--- src/rtl/iter_div_pkg.sv ---
// Shared definitions for the sequential divider.
// Assumes the step counter encodes phase as: 1..W iterate, W+1 correct, W+2 fix up.
package iter_div_pkg;

    // Phase of the running divide, decoded from the step counter
    typedef enum logic [1:0] {
        PH_IDLE,
        PH_ITER,
        PH_CORR,
        PH_FIX
    } div_phase_t;

    // Captured operating mode
    typedef struct packed {
        logic sgn;
        logic frac;
        logic wide;
    } div_mode_t;

endpackage

--- src/rtl/iter_div_prep.sv ---
// Operand preparation: builds the unsigned 2W-bit numerator and W-bit denominator
// magnitudes, the result sign controls, and the early zero/overflow indications.
// Assumes W >= 2. Purely combinational; used only on the start step.
module iter_div_prep
    import iter_div_pkg::*;
#(
    parameter int W = 16
) (
    input  logic [2*W-1:0] dividend,
    input  logic [W-1:0]   divisor,
    input  div_mode_t      mode,
    output logic [2*W-1:0] num_mag,
    output logic [W-1:0]   den_mag,
    output logic           neg_q,
    output logic           neg_r,
    output logic           den_zero,
    output logic           pre_ovf
);
    logic [W-1:0]   lo_part;
    logic [W-1:0]   lo_mag;
    logic [2*W-1:0] full_mag;
    logic           lo_neg;
    logic           full_neg;
    logic           a_neg;
    logic           b_neg;

    // Signs and magnitudes of the dividend in its short and long readings
    always_comb begin
        lo_part  = dividend[W-1:0];
        lo_neg   = mode.sgn & lo_part[W-1];
        full_neg = mode.sgn & dividend[2*W-1];
        lo_mag   = lo_neg ? (~lo_part + 1'b1) : lo_part;
        full_mag = full_neg ? (~dividend + 1'b1) : dividend;
        a_neg    = (mode.frac || !mode.wide) ? lo_neg : full_neg;
    end

    // Numerator selection by mode: fractional scaling, long or short integer
    always_comb begin
        if (mode.frac) begin
            if (mode.sgn) num_mag = {1'b0, lo_mag, {(W-1){1'b0}}};
            else          num_mag = {lo_mag, {W{1'b0}}};
        end else if (mode.wide) begin
            num_mag = full_mag;
        end else begin
            num_mag = {{W{1'b0}}, lo_mag};
        end
    end

    // Divisor magnitude, sign controls and early range check
    always_comb begin
        b_neg    = mode.sgn & divisor[W-1];
        den_mag  = b_neg ? (~divisor + 1'b1) : divisor;
        den_zero = (divisor == '0);
        neg_q    = a_neg ^ b_neg;
        neg_r    = a_neg;
        pre_ovf  = !den_zero && (num_mag[2*W-1:W] >= den_mag);
    end
endmodule

--- src/rtl/iter_div_step.sv ---
// One non-restoring division iteration plus the final remainder correction.
// Partial remainder is W+2 bits two's complement; the quotient register shifts
// remaining dividend bits out at the top and quotient bits in at the bottom.
// Assumes the partial remainder stays within [-den, den). Combinational.
module iter_div_step #(
    parameter int W  = 16,
    parameter int PW = W + 2
) (
    input  logic [PW-1:0] prem,
    input  logic [W-1:0]  qreg,
    input  logic [W-1:0]  den,
    output logic [PW-1:0] prem_next,
    output logic [W-1:0]  qreg_next,
    output logic [PW-1:0] prem_corr
);
    logic [PW-1:0] shifted;
    logic [PW-1:0] den_ext;

    // Shift in the next dividend bit, then add or subtract by current sign
    always_comb begin
        den_ext   = {{(PW-W){1'b0}}, den};
        shifted   = {prem[PW-2:0], qreg[W-1]};
        prem_next = prem[PW-1] ? (shifted + den_ext) : (shifted - den_ext);
        qreg_next = {qreg[W-2:0], ~prem_next[PW-1]};
    end

    // Restore a negative final partial remainder
    always_comb begin
        prem_corr = prem[PW-1] ? (prem + den_ext) : prem;
    end
endmodule

--- src/rtl/iter_div_fix.sv ---
// Final sign fix-up: applies result signs, checks signed representability,
// and forces a fixed result on a zero divisor.
// Assumes qmag/rmag are the unsigned quotient and corrected remainder. Combinational.
module iter_div_fix #(
    parameter int W = 16
) (
    input  logic [W-1:0] qmag,
    input  logic [W-1:0] rmag,
    input  logic         neg_q,
    input  logic         neg_r,
    input  logic         sgn,
    input  logic         den_zero,
    input  logic         pre_ovf,
    output logic [W-1:0] quo,
    output logic [W-1:0] rem,
    output logic         zero_flag,
    output logic         ovf_flag
);
    localparam logic [W-1:0] HALF = {1'b1, {(W-1){1'b0}}};

    logic sgn_ovf;

    // Signed range test: magnitude may reach HALF only for a negative result
    always_comb begin
        sgn_ovf = sgn && (neg_q ? (qmag > HALF) : (qmag >= HALF));
    end

    // Result and flag selection
    always_comb begin
        zero_flag = den_zero;
        ovf_flag  = !den_zero && (pre_ovf || sgn_ovf);
        if (den_zero) begin
            quo = '1;
            rem = '0;
        end else begin
            quo = neg_q ? (~qmag + 1'b1) : qmag;
            rem = neg_r ? (~rmag + 1'b1) : rmag;
        end
    end
endmodule

--- src/rtl/iter_divider.sv ---
// Suspendable sequential divider, top level.
// Runs a fixed 19-step schedule: load on start, W iterations, correction, fix-up.
// Every step after load needs step_en; with step_en low all state holds.
// Assumes start/step_en are synchronous; operands are sampled only on accepted start.
module iter_divider
    import iter_div_pkg::*;
#(
    parameter int W = 16
) (
    input  logic           clk,
    input  logic           rst_n,
    input  logic           start,
    input  logic           step_en,
    input  logic           is_signed,
    input  logic           is_frac,
    input  logic           is_wide,
    input  logic [2*W-1:0] dividend,
    input  logic [W-1:0]   divisor,
    output logic           busy,
    output logic           done,
    output logic [W-1:0]   quotient,
    output logic [W-1:0]   remainder,
    output logic           div_zero,
    output logic           overflow
);
    localparam int STEPS = W + 3;
    localparam int CW    = $clog2(STEPS);
    localparam int PW    = W + 2;
    localparam logic [CW-1:0] LAST_ITER = CW'(W);
    localparam logic [CW-1:0] CORR_STEP = CW'(W + 1);
    localparam logic [CW-1:0] FIX_STEP  = CW'(W + 2);

    div_mode_t      mode_in;
    logic [2*W-1:0] num_mag;
    logic [W-1:0]   den_mag;
    logic           p_neg_q;
    logic           p_neg_r;
    logic           p_zero;
    logic           p_ovf;

    logic [CW-1:0]  step_cnt;
    logic [PW-1:0]  prem;
    logic [W-1:0]   qreg;
    logic [W-1:0]   den_r;
    logic           neg_q_r;
    logic           neg_r_r;
    logic           sgn_r;
    logic           zero_r;
    logic           povf_r;

    logic [PW-1:0]  prem_next;
    logic [W-1:0]   qreg_next;
    logic [PW-1:0]  prem_corr;
    logic [W-1:0]   fx_quo;
    logic [W-1:0]   fx_rem;
    logic           fx_zero;
    logic           fx_ovf;
    div_phase_t     phase;

    // Gather mode pins into the shared struct
    always_comb begin
        mode_in = '{sgn: is_signed, frac: is_frac, wide: is_wide};
    end

    iter_div_prep #(.W(W)) u_prep (
        .dividend (dividend),
        .divisor  (divisor),
        .mode     (mode_in),
        .num_mag  (num_mag),
        .den_mag  (den_mag),
        .neg_q    (p_neg_q),
        .neg_r    (p_neg_r),
        .den_zero (p_zero),
        .pre_ovf  (p_ovf)
    );

    iter_div_step #(.W(W), .PW(PW)) u_step (
        .prem      (prem),
        .qreg      (qreg),
        .den       (den_r),
        .prem_next (prem_next),
        .qreg_next (qreg_next),
        .prem_corr (prem_corr)
    );

    iter_div_fix #(.W(W)) u_fix (
        .qmag      (qreg),
        .rmag      (prem[W-1:0]),
        .neg_q     (neg_q_r),
        .neg_r     (neg_r_r),
        .sgn       (sgn_r),
        .den_zero  (zero_r),
        .pre_ovf   (povf_r),
        .quo       (fx_quo),
        .rem       (fx_rem),
        .zero_flag (fx_zero),
        .ovf_flag  (fx_ovf)
    );

    // Decode the step counter into the current phase
    always_comb begin
        if (!busy)                        phase = PH_IDLE;
        else if (step_cnt <= LAST_ITER)   phase = PH_ITER;
        else if (step_cnt == CORR_STEP)   phase = PH_CORR;
        else                              phase = PH_FIX;
    end

    // Step sequencer and architectural state; holds everything when not stepping
    always_ff @(posedge clk) begin
        if (!rst_n) begin
            busy      <= 1'b0;
            done      <= 1'b0;
            step_cnt  <= '0;
            prem      <= '0;
            qreg      <= '0;
            den_r     <= '0;
            neg_q_r   <= 1'b0;
            neg_r_r   <= 1'b0;
            sgn_r     <= 1'b0;
            zero_r    <= 1'b0;
            povf_r    <= 1'b0;
            quotient  <= '0;
            remainder <= '0;
            div_zero  <= 1'b0;
            overflow  <= 1'b0;
        end else begin
            done <= 1'b0;
            if (!busy) begin
                if (start) begin
                    busy     <= 1'b1;
                    step_cnt <= CW'(1);
                    prem     <= {{(PW-W){1'b0}}, num_mag[2*W-1:W]};
                    qreg     <= num_mag[W-1:0];
                    den_r    <= den_mag;
                    neg_q_r  <= p_neg_q;
                    neg_r_r  <= p_neg_r;
                    sgn_r    <= is_signed;
                    zero_r   <= p_zero;
                    povf_r   <= p_ovf;
                end
            end else if (step_en) begin
                case (phase)
                    PH_ITER: begin
                        prem     <= prem_next;
                        qreg     <= qreg_next;
                        step_cnt <= step_cnt + 1'b1;
                    end
                    PH_CORR: begin
                        prem     <= prem_corr;
                        step_cnt <= step_cnt + 1'b1;
                    end
                    PH_FIX: begin
                        quotient  <= fx_quo;
                        remainder <= fx_rem;
                        div_zero  <= fx_zero;
                        overflow  <= fx_ovf;
                        busy      <= 1'b0;
                        done      <= 1'b1;
                        step_cnt  <= '0;
                    end
                    default: begin
                        step_cnt <= '0;
                    end
                endcase
            end
        end
    end
endmodule


--- config.mk ---
export PLATFORM = sky130hd
export DESIGN_NAME = iter_divider
export DESIGN_NICKNAME = d
export VERILOG_FILES = /design/src/rtl/iter_div_pkg.sv /design/src/rtl/iter_div_prep.sv /design/src/rtl/iter_div_step.sv /design/src/rtl/iter_div_fix.sv /design/src/rtl/iter_divider.sv
export SDC_FILE = /design/constraint.sdc
export NUM_CORES = 1
export LEC_CHECK = 0
export BUFFER_PORTS_ARGS = -buffer_cell sky130_fd_sc_hd__buf_2
export CAP_MARGIN = 10
export CELL_PAD_IN_SITES_DETAIL_PLACEMENT = 1
export CELL_PAD_IN_SITES_GLOBAL_PLACEMENT = 2
export CORE_MARGIN = 2
export CORE_UTILIZATION = 32
export DETAILED_ROUTE_END_ITERATION = 8
export HOLD_SLACK_MARGIN = 0.12
export PLACE_DENSITY_LB_ADDON = 0.1
export SETUP_SLACK_MARGIN = 0.3
export SLEW_MARGIN = 25
export SYNTH_ARGS = -nofsm -noshare
export SYNTH_HDL_FRONTEND = slang
export SYNTH_HIERARCHICAL = 1
export SYNTH_SLANG_ARGS = --single-unit
export TNS_END_PERCENT = 10
--- constraint.sdc ---
create_clock -name clk -period 3.3 [get_ports clk]
set_input_delay 0.495 -clock clk [delete_from_list [all_inputs] [get_ports clk]]
set_output_delay 0.495 -clock clk [all_outputs]
set_load 0.005 [all_outputs]
==> metrics.txt, run 1 <==
# TYPE chip_impl_metric gauge
chip_impl_metric{name="place_hpwl",unit="um"} 28400
chip_impl_metric{name="dieWidth",unit="um"} 178
chip_impl_metric{name="synth_sequential_area_ratio",unit="%"} 19.9
chip_impl_metric{name="synth.distinct_cells",unit=""} 93
chip_impl_metric{name="grt_overflow",unit=""} 0
chip_impl_metric{name="syn-num-nets",unit=""} 1391
chip_impl_metric{name="site_rows",unit=""} 63
chip_impl_metric{name="totalWireLength",unit="um"} 35100
chip_impl_metric{name="wl_met3",unit="um"} 834
chip_impl_metric{name="gr-usage-all-layers",unit="%"} 22.5
chip_impl_metric{name="synth.cell_area",unit="sq um"} 9670
chip_impl_metric{name="post-route-drc-count",unit=""} 0
chip_impl_metric{name="pwr-share-seq",unit="%"} 27.9
chip_impl_info{name="timing.critical_path.cells",value="nor4_4 > buf_4 > nand2_2 > nor4_4 > buf_4 > buf_4 > nor2_1 > xnor2_1 > ha_1 > buf_4 > nand4_1 > o31a_1 > a21oi_2 > xor2_1 > o21ai_0 > nand3_1 > a32o_1"} 1
chip_impl_metric{name="pin_count_of_the_biggest_net_entering_global_routing",unit=""} 41
chip_impl_metric{name="worst_skew_pair.late_latency",unit="ns"} 0.35
chip_impl_info{name="crit_path_start",value="den_r[5]"} 1
chip_impl_metric{name="layout-drive-gt1-share",unit="%"} 25.2
chip_impl_metric{name="drt_iter0_drc",unit=""} 328
chip_impl_metric{name="fp.dieH",unit="um"} 178
chip_impl_info{name="yosys-top-cells-count",value="nand2_1 (206), dfxtp_1 (96), xor2_1 (74)"} 1
chip_impl_metric{name="finalHoldWorstSlack",unit="ns"} 0.454
chip_impl_metric{name="synthCells",unit=""} 1277
chip_impl_metric{name="critical_path_data_required_time",unit="ns"} 3.55
chip_impl_info{name="synthTopCellsByArea",value="dfxtp_1 (20%), nand2_1 (8.0%), ha_1 (7.4%)"} 1
chip_impl_metric{name="grt_first_pass_wirelength",unit="um"} 56200
chip_impl_info{name="path_class",value="register to register"} 1
chip_impl_metric{name="max-cap-violations",unit=""} 0
chip_impl_metric{name="cts.htree.levels",unit=""} 3
chip_impl_metric{name="design.portCount",unit=""} 91
chip_impl_metric{name="yosys_register_bits",unit=""} 96
chip_impl_metric{name="critical_path.max_fanout",unit=""} 4
chip_impl_info{name="cts_tree",value="done"} 1
chip_impl_info{name="crit_path_end_kind",value="register"} 1
chip_impl_metric{name="combPwrFrac",unit="%"} 47.5
chip_impl_metric{name="power_leakage",unit="nW"} 5.08
chip_impl_info{name="synthMostInstantiatedCell",value="nand2_1"} 1
chip_impl_metric{name="placement.io_buffers",unit=""} 90
chip_impl_metric{name="vias",unit=""} 9791
chip_impl_metric{name="dieArea",unit="sq um"} 31600
chip_impl_metric{name="antennaDiodeCount",unit=""} 0
chip_impl_info{name="root_buffer",value="clkbuf_16"} 1
chip_impl_metric{name="maxSlewViolCount",unit=""} 0
chip_impl_metric{name="cts_made_buffers",unit=""} 9
chip_impl_metric{name="timing.critical_path.slowest_cell_delay",unit="ns"} 0.35
chip_impl_metric{name="first_global_vias",unit=""} 10181
chip_impl_info{name="route.top_layer_used",value="met4"} 1
chip_impl_metric{name="rrSetupSlack",unit="ns"} 0.09
chip_impl_metric{name="max_clock_freq",unit="GHz"} 0.311
chip_impl_metric{name="setup_viol",unit=""} 0
chip_impl_metric{name="timing.slew.headroom",unit="%"} 50.3
chip_impl_metric{name="wl_met2",unit="um"} 16600
chip_impl_metric{name="finalWeightedCongestion",unit=""} 0.882
chip_impl_metric{name="placeableCoreArea",unit="sq um"} 29700
chip_impl_info{name="yosys.area.top_type",value="dfxtp_1"} 1
chip_impl_metric{name="post-synth-top-area-fraction",unit="%"} 19.9
chip_impl_metric{name="avgRoutedWirePerCell",unit="um"} 19.3
chip_impl_metric{name="powerDensity",unit="nW/um^2"} 408
chip_impl_info{name="r2r-start",value="den_r[5]"} 1
chip_impl_info{name="reg2reg_to",value="prem[14]"} 1
chip_impl_metric{name="floorplan.initialDensity",unit="%"} 32.5
chip_impl_info{name="most_frequent_cell_on_the_critical_path",value="buf_4"} 1
chip_impl_metric{name="syn_area_per_cell",unit="sq um"} 7.57
chip_impl_metric{name="routedLengthMet1",unit="um"} 16800
chip_impl_metric{name="postRouteAntennaNets",unit=""} 0
chip_impl_metric{name="final_core_utilization",unit="%"} 39.5
chip_impl_metric{name="final-hold-violation-count",unit=""} 0
chip_impl_metric{name="ir_drop",unit="V"} 0.000233
chip_impl_metric{name="worst_r2r_path_depth",unit=""} 17
chip_impl_metric{name="antenna_found_initial",unit=""} 0
chip_impl_info{name="setup.worst_path.end",value="prem[14]"} 1
chip_impl_metric{name="ys.warnings.count",unit=""} 6
chip_impl_metric{name="routed_via_density",unit=""} 5.38
chip_impl_metric{name="power.share.switching",unit="%"} 39.0
chip_impl_info{name="critPathLaunchType",value="register"} 1
chip_impl_metric{name="drt_pre_antenna_iters",unit=""} 5
chip_impl_metric{name="internal_power",unit="mW"} 2.92
chip_impl_metric{name="clkPwrFrac",unit="%"} 24.5
chip_impl_metric{name="arrival",unit="ns"} 3.46
chip_impl_info{name="worst_hold_path_type",value="register to register"} 1
chip_impl_metric{name="synth-async-reset-ratio",unit="%"} 0
chip_impl_metric{name="timing.final.crit_period",unit="ns"} 3.21
chip_impl_info{name="outcome",value="finished clean"} 1
chip_impl_metric{name="net-switching-power",unit="mW"} 1.86
chip_impl_metric{name="num-nets-final",unit=""} 1541
chip_impl_metric{name="timing_worst_slew_pin_value",unit="ns"} 0.738
chip_impl_metric{name="number_of_synthesized_flops_with_an_enable_pin",unit=""} 0
chip_impl_metric{name="clock-skew-final",unit="ns"} 0.00724
chip_impl_metric{name="clk_transition_reported_paths",unit="ns"} 0.07
chip_impl_info{name="dominant_register_cell_in_the_synthesized_netlist",value="dfxtp_1"} 1
chip_impl_info{name="library_cell_contributing_the_largest_single_delay_on_the_critical_path",value="ha_1"} 1
chip_impl_info{name="rsz_0062_raised_after_global_routing",value="yes"} 1
chip_impl_metric{name="clk_path_buf_depth",unit=""} 2
chip_impl_metric{name="flow.area_growth_from_synthesis",unit="%"} 21.4
chip_impl_metric{name="crit_share_post_route",unit="%"} 97.4
chip_impl_metric{name="numClockSinks",unit=""} 96
[critical path: cells and delay by family, from the launching register on]
kind | cells | cell delay (ns)
and+or+nand+nor | 6 | 0.79
buffers and inverters | 4 | 0.61
DFF | 1 | 0.34
xor gates and xnor gates | 2 | 0.20
adders and majority gates | 1 | 0.35
AOI/OAI and AO/OA | 4 | 0.81
[per-layer routing]
layer | up-vias | global-route usage (%)
met5 | - | 0
met4 | 0 | 5.84
met3 | 38 | 2.53
met2 | 144 | 38.6
met1 | 4744 | 29.9
li1 | 4865 | -
[per-stage QoR]
step	worst slack, ns	setup TNS (ns)	instance area [sq um]	cells	power, mW
floorplan	0.270	0	9760	1277	2.77
detailed placement	-0.158	-0.158	11200	1800	3.53
finish	0.0855	0	11700	1821	4.78
CTS	0.108	0	11600	1820	4.78
global route	-0.126	-0.676	11700	1821	5.13
global placement	-0.123	-0.123	11200	1800	3.50
[power groups by stage]
stage	sequential (mW)	combinational, mW	clock [mW]
CTS	1.34	2.23	1.22
finish	1.34	2.27	1.17
global route	1.35	2.52	1.26
global placement	1.36	2.14	0
detailed placement	1.36	2.16	0
floorplan	1.33	1.44	0
[worst min path at each step]
stage | startpoint | slack, ns | cells after the start | endpoint
floorplan | prem[17] | 0.43 | 1 | prem[17]
global placement | remainder[9] | 0.44 | 2 | remainder[9]
detailed placement | quotient[3] | 0.45 | 2 | quotient[3]
CTS | divisor[0] | 0.46 | 3 | den_r[0]
global route | quotient[5] | 0.48 | 2 | quotient[5]
finish | quotient[15] | 0.45 | 2 | quotient[15]
[cell type report]
type                    count  area (sq um)
clock buffers               9           225
clock inverters             6          93.8
fillers                  3628         18000
inverters                  44           165
multi-input cells        1038          7260
flip-flops and latches     96          1930
well taps                 390           488
repair buffers            238          1570
[timing repair]
action | 4_1_cts | 5_1_grt
pin swaps | 14 | 16
gates resized for setup | 14 | 23
endpoints found under the setup margin | 10 | 13
hold buffers | 0 | 0
setup buffers | 5 | 1
[layout by cell type (no fill, tap or decap), types with 8 or more instances in the layout]
cell         n
buf_2       90
o211ai_1    10
xnor2_1     39
dfxtp_1     92
nor2b_1     13
mux2i_1     26
nor3_1      20
o211a_1     16
inv_1       44
nand2_1    202
buf_4      147
clkbuf_16    9
a31oi_1     12
a21oi_1     53
a21boi_1    30
o41ai_1     14
nor4_1       9
xor2_1      74
ha_1        53
mux2_2      10
o21ai_1      9
or3_1       19
nor2_1      72
a32o_1      17
o31ai_1     12
nand4_1     12
o21ai_0     59
nand3_1     54
or2_2       19
nand2b_1     8
a21o_1      11
a21boi_0    28
[state kept, by name (all words and copies together) (netlist names)]
name and cells:
zero_r 1, sgn_r 1, qreg 16, den_r 16, povf_r 1, done 1
prem 18, overflow 1, remainder 16, step_cnt 5, quotient 16, neg_q_r 1
busy 1, neg_r_r 1, div_zero 1
[cells by family after synthesis]
kind of cell	share of synthesized area, %
AOI/OAI and AO/OA	26.3
muxes	3.97
adders and majority gates	7.79
DFF	19.9
buffers and inverters	6.98
xor gates and xnor gates	10.4
and+or+nand+nor	24.7
No activity file was read; power rests on OpenSTA's default activity.
==> inputs of run 2 (changes only) <==
MAX_ROUTING_LAYER = met4   (was not set)
==> run 2 against run 1 <==
Total power rose by 1.1%. Die area stayed put. Non-clock buffer count up 3. Sequential power about the same. Wire length increased by 1.2%. Critical endpoint is now qreg[0]. Via count grew 0.46%. Global-route usage rose by 0.93 points. Core utilization increased by 0.16 points.
==> metrics.txt, run 2 (same netlist as run 1, synthesis figures left out) <==
# TYPE chip_impl_metric gauge
chip_impl_metric{name="setup_viol",unit=""} 0
chip_impl_metric{name="maxSlewViolCount",unit=""} 0
chip_impl_info{name="final_cell_mix",value="nand2_1 (204), buf_4 (148), dfxtp_1 (91)"} 1
chip_impl_info{name="cts_tree",value="done"} 1
chip_impl_metric{name="crit_share_post_route",unit="%"} 95.1
chip_impl_metric{name="powerDensity",unit="nW/um^2"} 411
chip_impl_metric{name="design_area",unit="sq um"} 11800
chip_impl_info{name="path_class",value="register to register"} 1
chip_impl_metric{name="arrival",unit="ns"} 3.40
chip_impl_metric{name="worst_skew_pair.late_latency",unit="ns"} 0.36
chip_impl_metric{name="flow.area_growth_from_synthesis",unit="%"} 21.9
chip_impl_metric{name="placeableCoreArea",unit="sq um"} 29700
chip_impl_metric{name="numClockSinks",unit=""} 96
chip_impl_metric{name="gr-usage-all-layers",unit="%"} 23.4
chip_impl_metric{name="ir_drop",unit="V"} 0.000267
chip_impl_info{name="root_buffer",value="clkbuf_16"} 1
chip_impl_metric{name="place_hpwl",unit="um"} 28300
chip_impl_metric{name="largest_register_ff_count",unit=""} 18
chip_impl_info{name="worst_hold_path_type",value="register to register"} 1
chip_impl_metric{name="num-nets-final",unit=""} 1544
chip_impl_metric{name="filler_cell_count",unit=""} 3697
chip_impl_info{name="worst_path_dominant_cell_family",value="compound AO/OA/AOI/OAI gates"} 1
chip_impl_metric{name="antennaDiodeCount",unit=""} 0
chip_impl_info{name="leading_cell_type_in_the_layout_fill_and_taps_excluded",value="nand2_1"} 1
chip_impl_metric{name="grt_overflow",unit=""} 0
chip_impl_info{name="max_flop_register",value="prem"} 1
chip_impl_metric{name="critical_path_data_required_time",unit="ns"} 3.56
chip_impl_metric{name="first_global_vias",unit=""} 10097
chip_impl_metric{name="pin_count_of_the_biggest_net_entering_global_routing",unit=""} 40
chip_impl_metric{name="totalWireLength",unit="um"} 35500
chip_impl_metric{name="net-switching-power",unit="mW"} 1.90
chip_impl_info{name="rsz_0062_raised_after_global_routing",value="yes"} 1
chip_impl_metric{name="clock-skew-final",unit="ns"} 0.00935
chip_impl_info{name="crit_path_end_kind",value="register"} 1
chip_impl_metric{name="site_rows",unit=""} 63
chip_impl_metric{name="dieArea",unit="sq um"} 31600
chip_impl_info{name="outcome",value="finished clean"} 1
chip_impl_info{name="most_frequent_cell_on_the_critical_path",value="a21oi_2"} 1
chip_impl_metric{name="max-cap-violations",unit=""} 0
chip_impl_metric{name="grt_first_pass_wirelength",unit="um"} 56400
chip_impl_metric{name="dpl_worst_slack",unit="ns"} -0.0830
chip_impl_metric{name="dieWidth",unit="um"} 178
chip_impl_metric{name="timing.slew.headroom",unit="%"} 41.2
chip_impl_metric{name="fp.dieH",unit="um"} 178
chip_impl_info{name="crit_path_start",value="den_r[5]"} 1
chip_impl_metric{name="post-place-cells",unit=""} 1800
chip_impl_metric{name="cp.buffers_inverters",unit=""} 3
chip_impl_info{name="critPathLaunchType",value="register"} 1
chip_impl_metric{name="ff_latch_area",unit="sq um"} 1930
chip_impl_metric{name="final_cell_count_no_fill",unit=""} 1825
chip_impl_metric{name="finalWeightedCongestion",unit=""} 0.873
chip_impl_metric{name="timing.critical_path.slowest_cell_delay",unit="ns"} 0.35
chip_impl_metric{name="drt_iter0_drc",unit=""} 365
chip_impl_metric{name="placement.io_buffers",unit=""} 90
chip_impl_metric{name="antenna_found_initial",unit=""} 0
chip_impl_metric{name="internal_power",unit="mW"} 2.94
chip_impl_metric{name="clkPwrFrac",unit="%"} 24.3
chip_impl_metric{name="power_leakage",unit="nW"} 5.09
chip_impl_metric{name="power.share.switching",unit="%"} 39.3
chip_impl_info{name="hold_path_startpoint",value="remainder[12]"} 1
chip_impl_metric{name="routed_via_density",unit=""} 5.39
chip_impl_info{name="r2r-start",value="den_r[5]"} 1
chip_impl_metric{name="fin_ws",unit="ns"} 0.162
chip_impl_metric{name="postCtsHoldBufs",unit=""} 0
chip_impl_metric{name="final_core_utilization",unit="%"} 39.7
chip_impl_metric{name="design.portCount",unit=""} 91
chip_impl_metric{name="combPwrFrac",unit="%"} 47.9
chip_impl_metric{name="critical_path.max_fanout",unit=""} 4
chip_impl_metric{name="clk_transition_reported_paths",unit="ns"} 0.07
chip_impl_metric{name="pwr-share-seq",unit="%"} 27.8
chip_impl_metric{name="detailed_place.area",unit="sq um"} 11200
chip_impl_metric{name="cts.htree.levels",unit=""} 3
chip_impl_metric{name="drt_pre_antenna_iters",unit=""} 4
chip_impl_metric{name="multiInputGateArea",unit="sq um"} 7280
chip_impl_metric{name="timing_worst_slew_pin_value",unit="ns"} 0.872
chip_impl_metric{name="layout-drive-gt1-share",unit="%"} 25.8
chip_impl_info{name="library_cell_contributing_the_largest_single_delay_on_the_critical_path",value="ha_1"} 1
chip_impl_metric{name="cts_made_buffers",unit=""} 9
chip_impl_metric{name="avgRoutedWirePerCell",unit="um"} 19.5
chip_impl_metric{name="clk_path_buf_depth",unit=""} 2
chip_impl_metric{name="vias",unit=""} 9836
chip_impl_metric{name="final-hold-violation-count",unit=""} 0
chip_impl_metric{name="post-route-drc-count",unit=""} 0
chip_impl_info{name="timing.critical_path.cells",value="nor4_4 > nand2_1 > nor4_2 > buf_4 > buf_6 > a21oi_2 > xnor2_1 > ha_1 > a21oi_2 > o211ai_1 > a31oi_1 > o21ai_2 > a21oi_2 > xnor2_1 > buf_4 > mux2i_1 > nand2_1 > o211a_1"} 1
chip_impl_metric{name="timing.final.crit_period",unit="ns"} 3.14
chip_impl_metric{name="postRouteAntennaNets",unit=""} 0
chip_impl_metric{name="floorplan.initialDensity",unit="%"} 32.5
chip_impl_metric{name="max_clock_freq",unit="GHz"} 0.319
chip_impl_metric{name="finalHoldWorstSlack",unit="ns"} 0.454
[run 2: layout make-up]
cell class                 count  area share (%)
tap                          390            4.14
clock buffer                   9            1.91
multi-input combinational   1038            61.8
inverter                      44            1.40
timing repair buffer         241            13.6
sequential                    96            16.4
clock inverter                 7           0.786
[run 2: worst paths after layout]
check	to	slack, ns	depth (start not counted)
setup / recovery	qreg[0]	0.16	18
hold / removal	remainder[12]	0.45	2
setup reg to reg	qreg[0]	0.16	18
hold reg to reg	remainder[12]	0.45	2
[run 2: worst register-to-register path, stage by stage (launching register included)]
cell and delay (ns):
dfxtp_2 0.34, nor4_4 0.28, nand2_1 0.12, nor4_2 0.19, buf_4 0.18, buf_6 0.09
a21oi_2 0.04, xnor2_1 0.12, ha_1 0.35, a21oi_2 0.18, o211ai_1 0.12, a31oi_1 0.21
o21ai_2 0.08, a21oi_2 0.17, xnor2_1 0.09, buf_4 0.15, mux2i_1 0.13, nand2_1 0.07
o211a_1 0.13
[run 2: per-layer routing]
layer	GRT usage (%)	share of wire (%)
met3	2.12	2.6
met4	6.01	1.8
met2	39.3	48
met1	30.3	48
met5	-	0
[run 2: through the flow]
step                total power [mW]  setup TNS [ns]
floorplan                       2.77               0
finish                          4.84               0
global placement                3.50         -0.0606
CTS                             4.80               0
global route                    5.17          -0.384
detailed placement              3.53          -0.134
[run 2: power by group through the flow]
stage | clock, mW | sequential [mW] | combinational (mW)
floorplan | 0 | 1.33 | 1.44
global placement | 0 | 1.37 | 2.13
detailed placement | 0 | 1.37 | 2.16
CTS | 1.22 | 1.34 | 2.23
global route | 1.26 | 1.36 | 2.55
finish | 1.18 | 1.34 | 2.31
[run 2: what timing repair did]
action | CTS | global route
endpoints found under the setup margin | 10 | 14
setup buffers | 6 | 3
resized for setup | 12 | 33
pin swaps | 14 | 29
==> inputs of run 3 (changes only) <==
CORE_UTILIZATION = 36   (was 32)
MAX_ROUTING_LAYER = not set   (was met4)
clock period = 3.05 ns   (was 3.3 ns; I/O delays follow)
==> run 3 against run 2 <==
The run now ends with setup timing left. Die area shrank 11%. Cell count shrank 0.88%. Count of clock-buffer cells in the layout unchanged. Cell area increased by 3.1%. Clock skew rose by 0.0027 ns. Global-route usage rose by 1.8 points. First-iteration DRC count up 24%. Sequential cell count unchanged. Worst setup slack worse by 0.22 ns. Wire length barely moved. Non-clock buffer count is 40 higher. Critical path depth fell by 1.
==> metrics.txt, run 3 (same netlist as run 1, synthesis figures left out) <==
# TYPE chip_impl_metric gauge
chip_impl_info{name="outcome",value="complete, but fails checks"} 1
chip_impl_info{name="failed_checks",value="setup timing"} 1
chip_impl_info{name="max_flop_register",value="prem"} 1
chip_impl_metric{name="design.portCount",unit=""} 91
chip_impl_metric{name="pin_count_of_the_biggest_net_entering_global_routing",unit=""} 41
chip_impl_metric{name="rrSetupSlack",unit="ns"} -0.06
chip_impl_metric{name="placement.io_buffers",unit=""} 90
chip_impl_metric{name="vias",unit=""} 10108
chip_impl_metric{name="fp.dieH",unit="um"} 168
chip_impl_metric{name="maxSlewViolCount",unit=""} 0
chip_impl_metric{name="post-route-drc-count",unit=""} 0
chip_impl_info{name="leading_cell_type_in_the_layout_fill_and_taps_excluded",value="nand2_1"} 1
chip_impl_metric{name="site_rows",unit=""} 59
chip_impl_metric{name="flow.area_growth_from_synthesis",unit="%"} 25.7
chip_impl_metric{name="max_clock_freq",unit="GHz"} 0.322
chip_impl_info{name="crit_path_end_kind",value="register"} 1
chip_impl_metric{name="critical_path.max_fanout",unit=""} 4
chip_impl_info{name="final_cell_mix",value="nand2_1 (203), buf_4 (187), dfxtp_1 (91)"} 1
chip_impl_metric{name="setup_viol",unit=""} 7
chip_impl_metric{name="routed_via_density",unit=""} 5.59
chip_impl_info{name="rsz_0062_raised_after_global_routing",value="yes"} 1
chip_impl_metric{name="clk_transition_reported_paths",unit="ns"} 0.08
chip_impl_info{name="reg2reg_to",value="qreg[0]"} 1
chip_impl_metric{name="combPwrFrac",unit="%"} 48.1
chip_impl_metric{name="timing.slew.headroom",unit="%"} 35.8
chip_impl_metric{name="worst_r2r_path_depth",unit=""} 17
chip_impl_metric{name="timing_worst_slew_pin_value",unit="ns"} 0.950
chip_impl_metric{name="floorplan.initialDensity",unit="%"} 36.9
chip_impl_metric{name="pwr-share-seq",unit="%"} 26.1
chip_impl_metric{name="totalWireLength",unit="um"} 35500
chip_impl_info{name="cts_tree",value="done"} 1
chip_impl_metric{name="clk_path_buf_depth",unit=""} 2
chip_impl_metric{name="detailed_place.area",unit="sq um"} 11500
chip_impl_info{name="r2r-start",value="den_r[2]"} 1
chip_impl_metric{name="hold_path_depth",unit=""} 2
chip_impl_metric{name="first_global_vias",unit=""} 10532
chip_impl_info{name="worst_hold_path.endpoint",value="remainder[9]"} 1
chip_impl_metric{name="timing.final.crit_period",unit="ns"} 3.11
chip_impl_info{name="critPathLaunchType",value="register"} 1
chip_impl_metric{name="power.share.switching",unit="%"} 38.0
chip_impl_metric{name="ir_drop",unit="V"} 0.000311
chip_impl_info{name="root_buffer",value="clkbuf_16"} 1
chip_impl_metric{name="fin_ws",unit="ns"} -0.0587
chip_impl_metric{name="clock-skew-final",unit="ns"} 0.0121
chip_impl_metric{name="timing.critical_path.slowest_cell_delay",unit="ns"} 0.36
chip_impl_metric{name="antenna_found_initial",unit=""} 0
chip_impl_metric{name="layout-drive-gt1-share",unit="%"} 28.5
chip_impl_metric{name="grt_overflow",unit=""} 0
chip_impl_metric{name="dieArea",unit="sq um"} 28200
chip_impl_metric{name="place_hpwl",unit="um"} 28400
chip_impl_metric{name="max-cap-violations",unit=""} 0
chip_impl_metric{name="final-hold-violation-count",unit=""} 0
chip_impl_info{name="worst_hold_path_type",value="register to register"} 1
chip_impl_info{name="timing.critical_path.cells",value="nor4_4 > nand2_1 > nor4_2 > buf_4 > a21oi_1 > xor2_1 > ha_1 > a21oi_2 > o211ai_1 > a31oi_2 > o21ai_2 > a21oi_2 > xnor2_1 > buf_4 > mux2i_1 > nand2_1 > o211a_1"} 1
chip_impl_info{name="library_cell_contributing_the_largest_single_delay_on_the_critical_path",value="ha_1"} 1
chip_impl_metric{name="cts_made_buffers",unit=""} 9
chip_impl_metric{name="clkPwrFrac",unit="%"} 25.8
chip_impl_metric{name="postRouteAntennaNets",unit=""} 0
chip_impl_metric{name="dieWidth",unit="um"} 168
chip_impl_metric{name="drt_iter0_drc",unit=""} 454
chip_impl_metric{name="crit_share_post_route",unit="%"} 102
chip_impl_metric{name="drt_pre_antenna_iters",unit=""} 5
chip_impl_info{name="hold_path_startpoint",value="remainder[9]"} 1
chip_impl_metric{name="design_area",unit="sq um"} 12200
chip_impl_metric{name="numClockSinks",unit=""} 96
chip_impl_metric{name="antennaDiodeCount",unit=""} 0
chip_impl_metric{name="worst_skew_pair.late_latency",unit="ns"} 0.36
chip_impl_metric{name="avgRoutedWirePerCell",unit="um"} 19.6
chip_impl_metric{name="cts.htree.levels",unit=""} 3
chip_impl_metric{name="grt_first_pass_wirelength",unit="um"} 57100
chip_impl_metric{name="gr-usage-all-layers",unit="%"} 25.3
chip_impl_info{name="path_class",value="register to register"} 1
chip_impl_metric{name="internal_power",unit="mW"} 3.45
chip_impl_metric{name="finalHoldWorstSlack",unit="ns"} 0.451
chip_impl_metric{name="critical_path_data_required_time",unit="ns"} 3.30
chip_impl_metric{name="final_core_utilization",unit="%"} 46.4
chip_impl_metric{name="powerDensity",unit="nW/um^2"} 458
chip_impl_metric{name="power_leakage",unit="nW"} 5.32
chip_impl_metric{name="num-nets-final",unit=""} 1584
chip_impl_metric{name="finalWeightedCongestion",unit=""} 0.888
chip_impl_metric{name="placeableCoreArea",unit="sq um"} 26200
chip_impl_metric{name="largest_register_ff_count",unit=""} 18
chip_impl_metric{name="net-switching-power",unit="mW"} 2.12
chip_impl_metric{name="arrival",unit="ns"} 3.36
run 3: worst max-delay path: cells and delay by family, from the launching register on:
kind	cells	cell delay (ns)
compound gates	7	1.01
xor+xnor	2	0.26
fa+ha+maj	1	0.36
buf+inv	2	0.32
flops	1	0.33
mux	1	0.12
simple gates	4	0.61
run 3: layout make-up:
type / instances / area, sq um
multi-input cells: 1038 / 7370
fillers: 3243 / 14100
inverters: 44 / 165
repair buffers: 281 / 1910
clock buffers: 9 / 225
well taps: 335 / 419
flip-flops and latches: 96 / 1930
clock inverters: 6 / 138
run 3: how the worst max path moves through the flow:
stage / slack (ns) / end / start / cells past startpoint
floorplan: 0.09 / povf_r / dividend[15] / 12
global placement: -0.32 / povf_r / dividend[15] / 13
detailed placement: -0.33 / povf_r / dividend[15] / 13
CTS: -0.10 / prem[14] / den_r[2] / 16
global route: -0.26 / prem[14] / den_r[4] / 16
finish: -0.06 / qreg[0] / den_r[2] / 17
run 3: power groups by stage:
stage	clock network, mW	registers (mW)	logic (mW)
floorplan	0	1.44	1.56
global placement	0	1.48	2.39
detailed placement	0	1.48	2.45
CTS	1.47	1.45	2.55
global route	1.51	1.47	2.93
finish	1.44	1.45	2.68
run 3: stage by stage:
stage | total power [mW] | setup TNS, ns | setup slack (ns) | cells
global placement | 3.87 | -0.853 | -0.325 | 1787
finish | 5.57 | -0.263 | -0.0587 | 1809
detailed placement | 3.93 | -1.61 | -0.330 | 1787
global route | 5.90 | -2.02 | -0.263 | 1809
CTS | 5.47 | -0.509 | -0.103 | 1806
floorplan | 3.00 | 0 | 0.0905 | 1277
run 3: metal layers:
metal  up-vias  GRT usage, %  part of all wire [%]
met5         -             0                     0
met4         0          7.86                   3.0
met3        51          2.84                   3.0
met2       172          44.4                    48
met1      4939          32.4                    46
li1       4946             -                     -
run 3: repair_timing:
item | CTS | global route
pin swaps | 26 | 25
buffers inserted | 4 | 3
setup endpoints to repair | 15 | 15
hold buffers | 0 | 0
gates resized for setup | 33 | 31
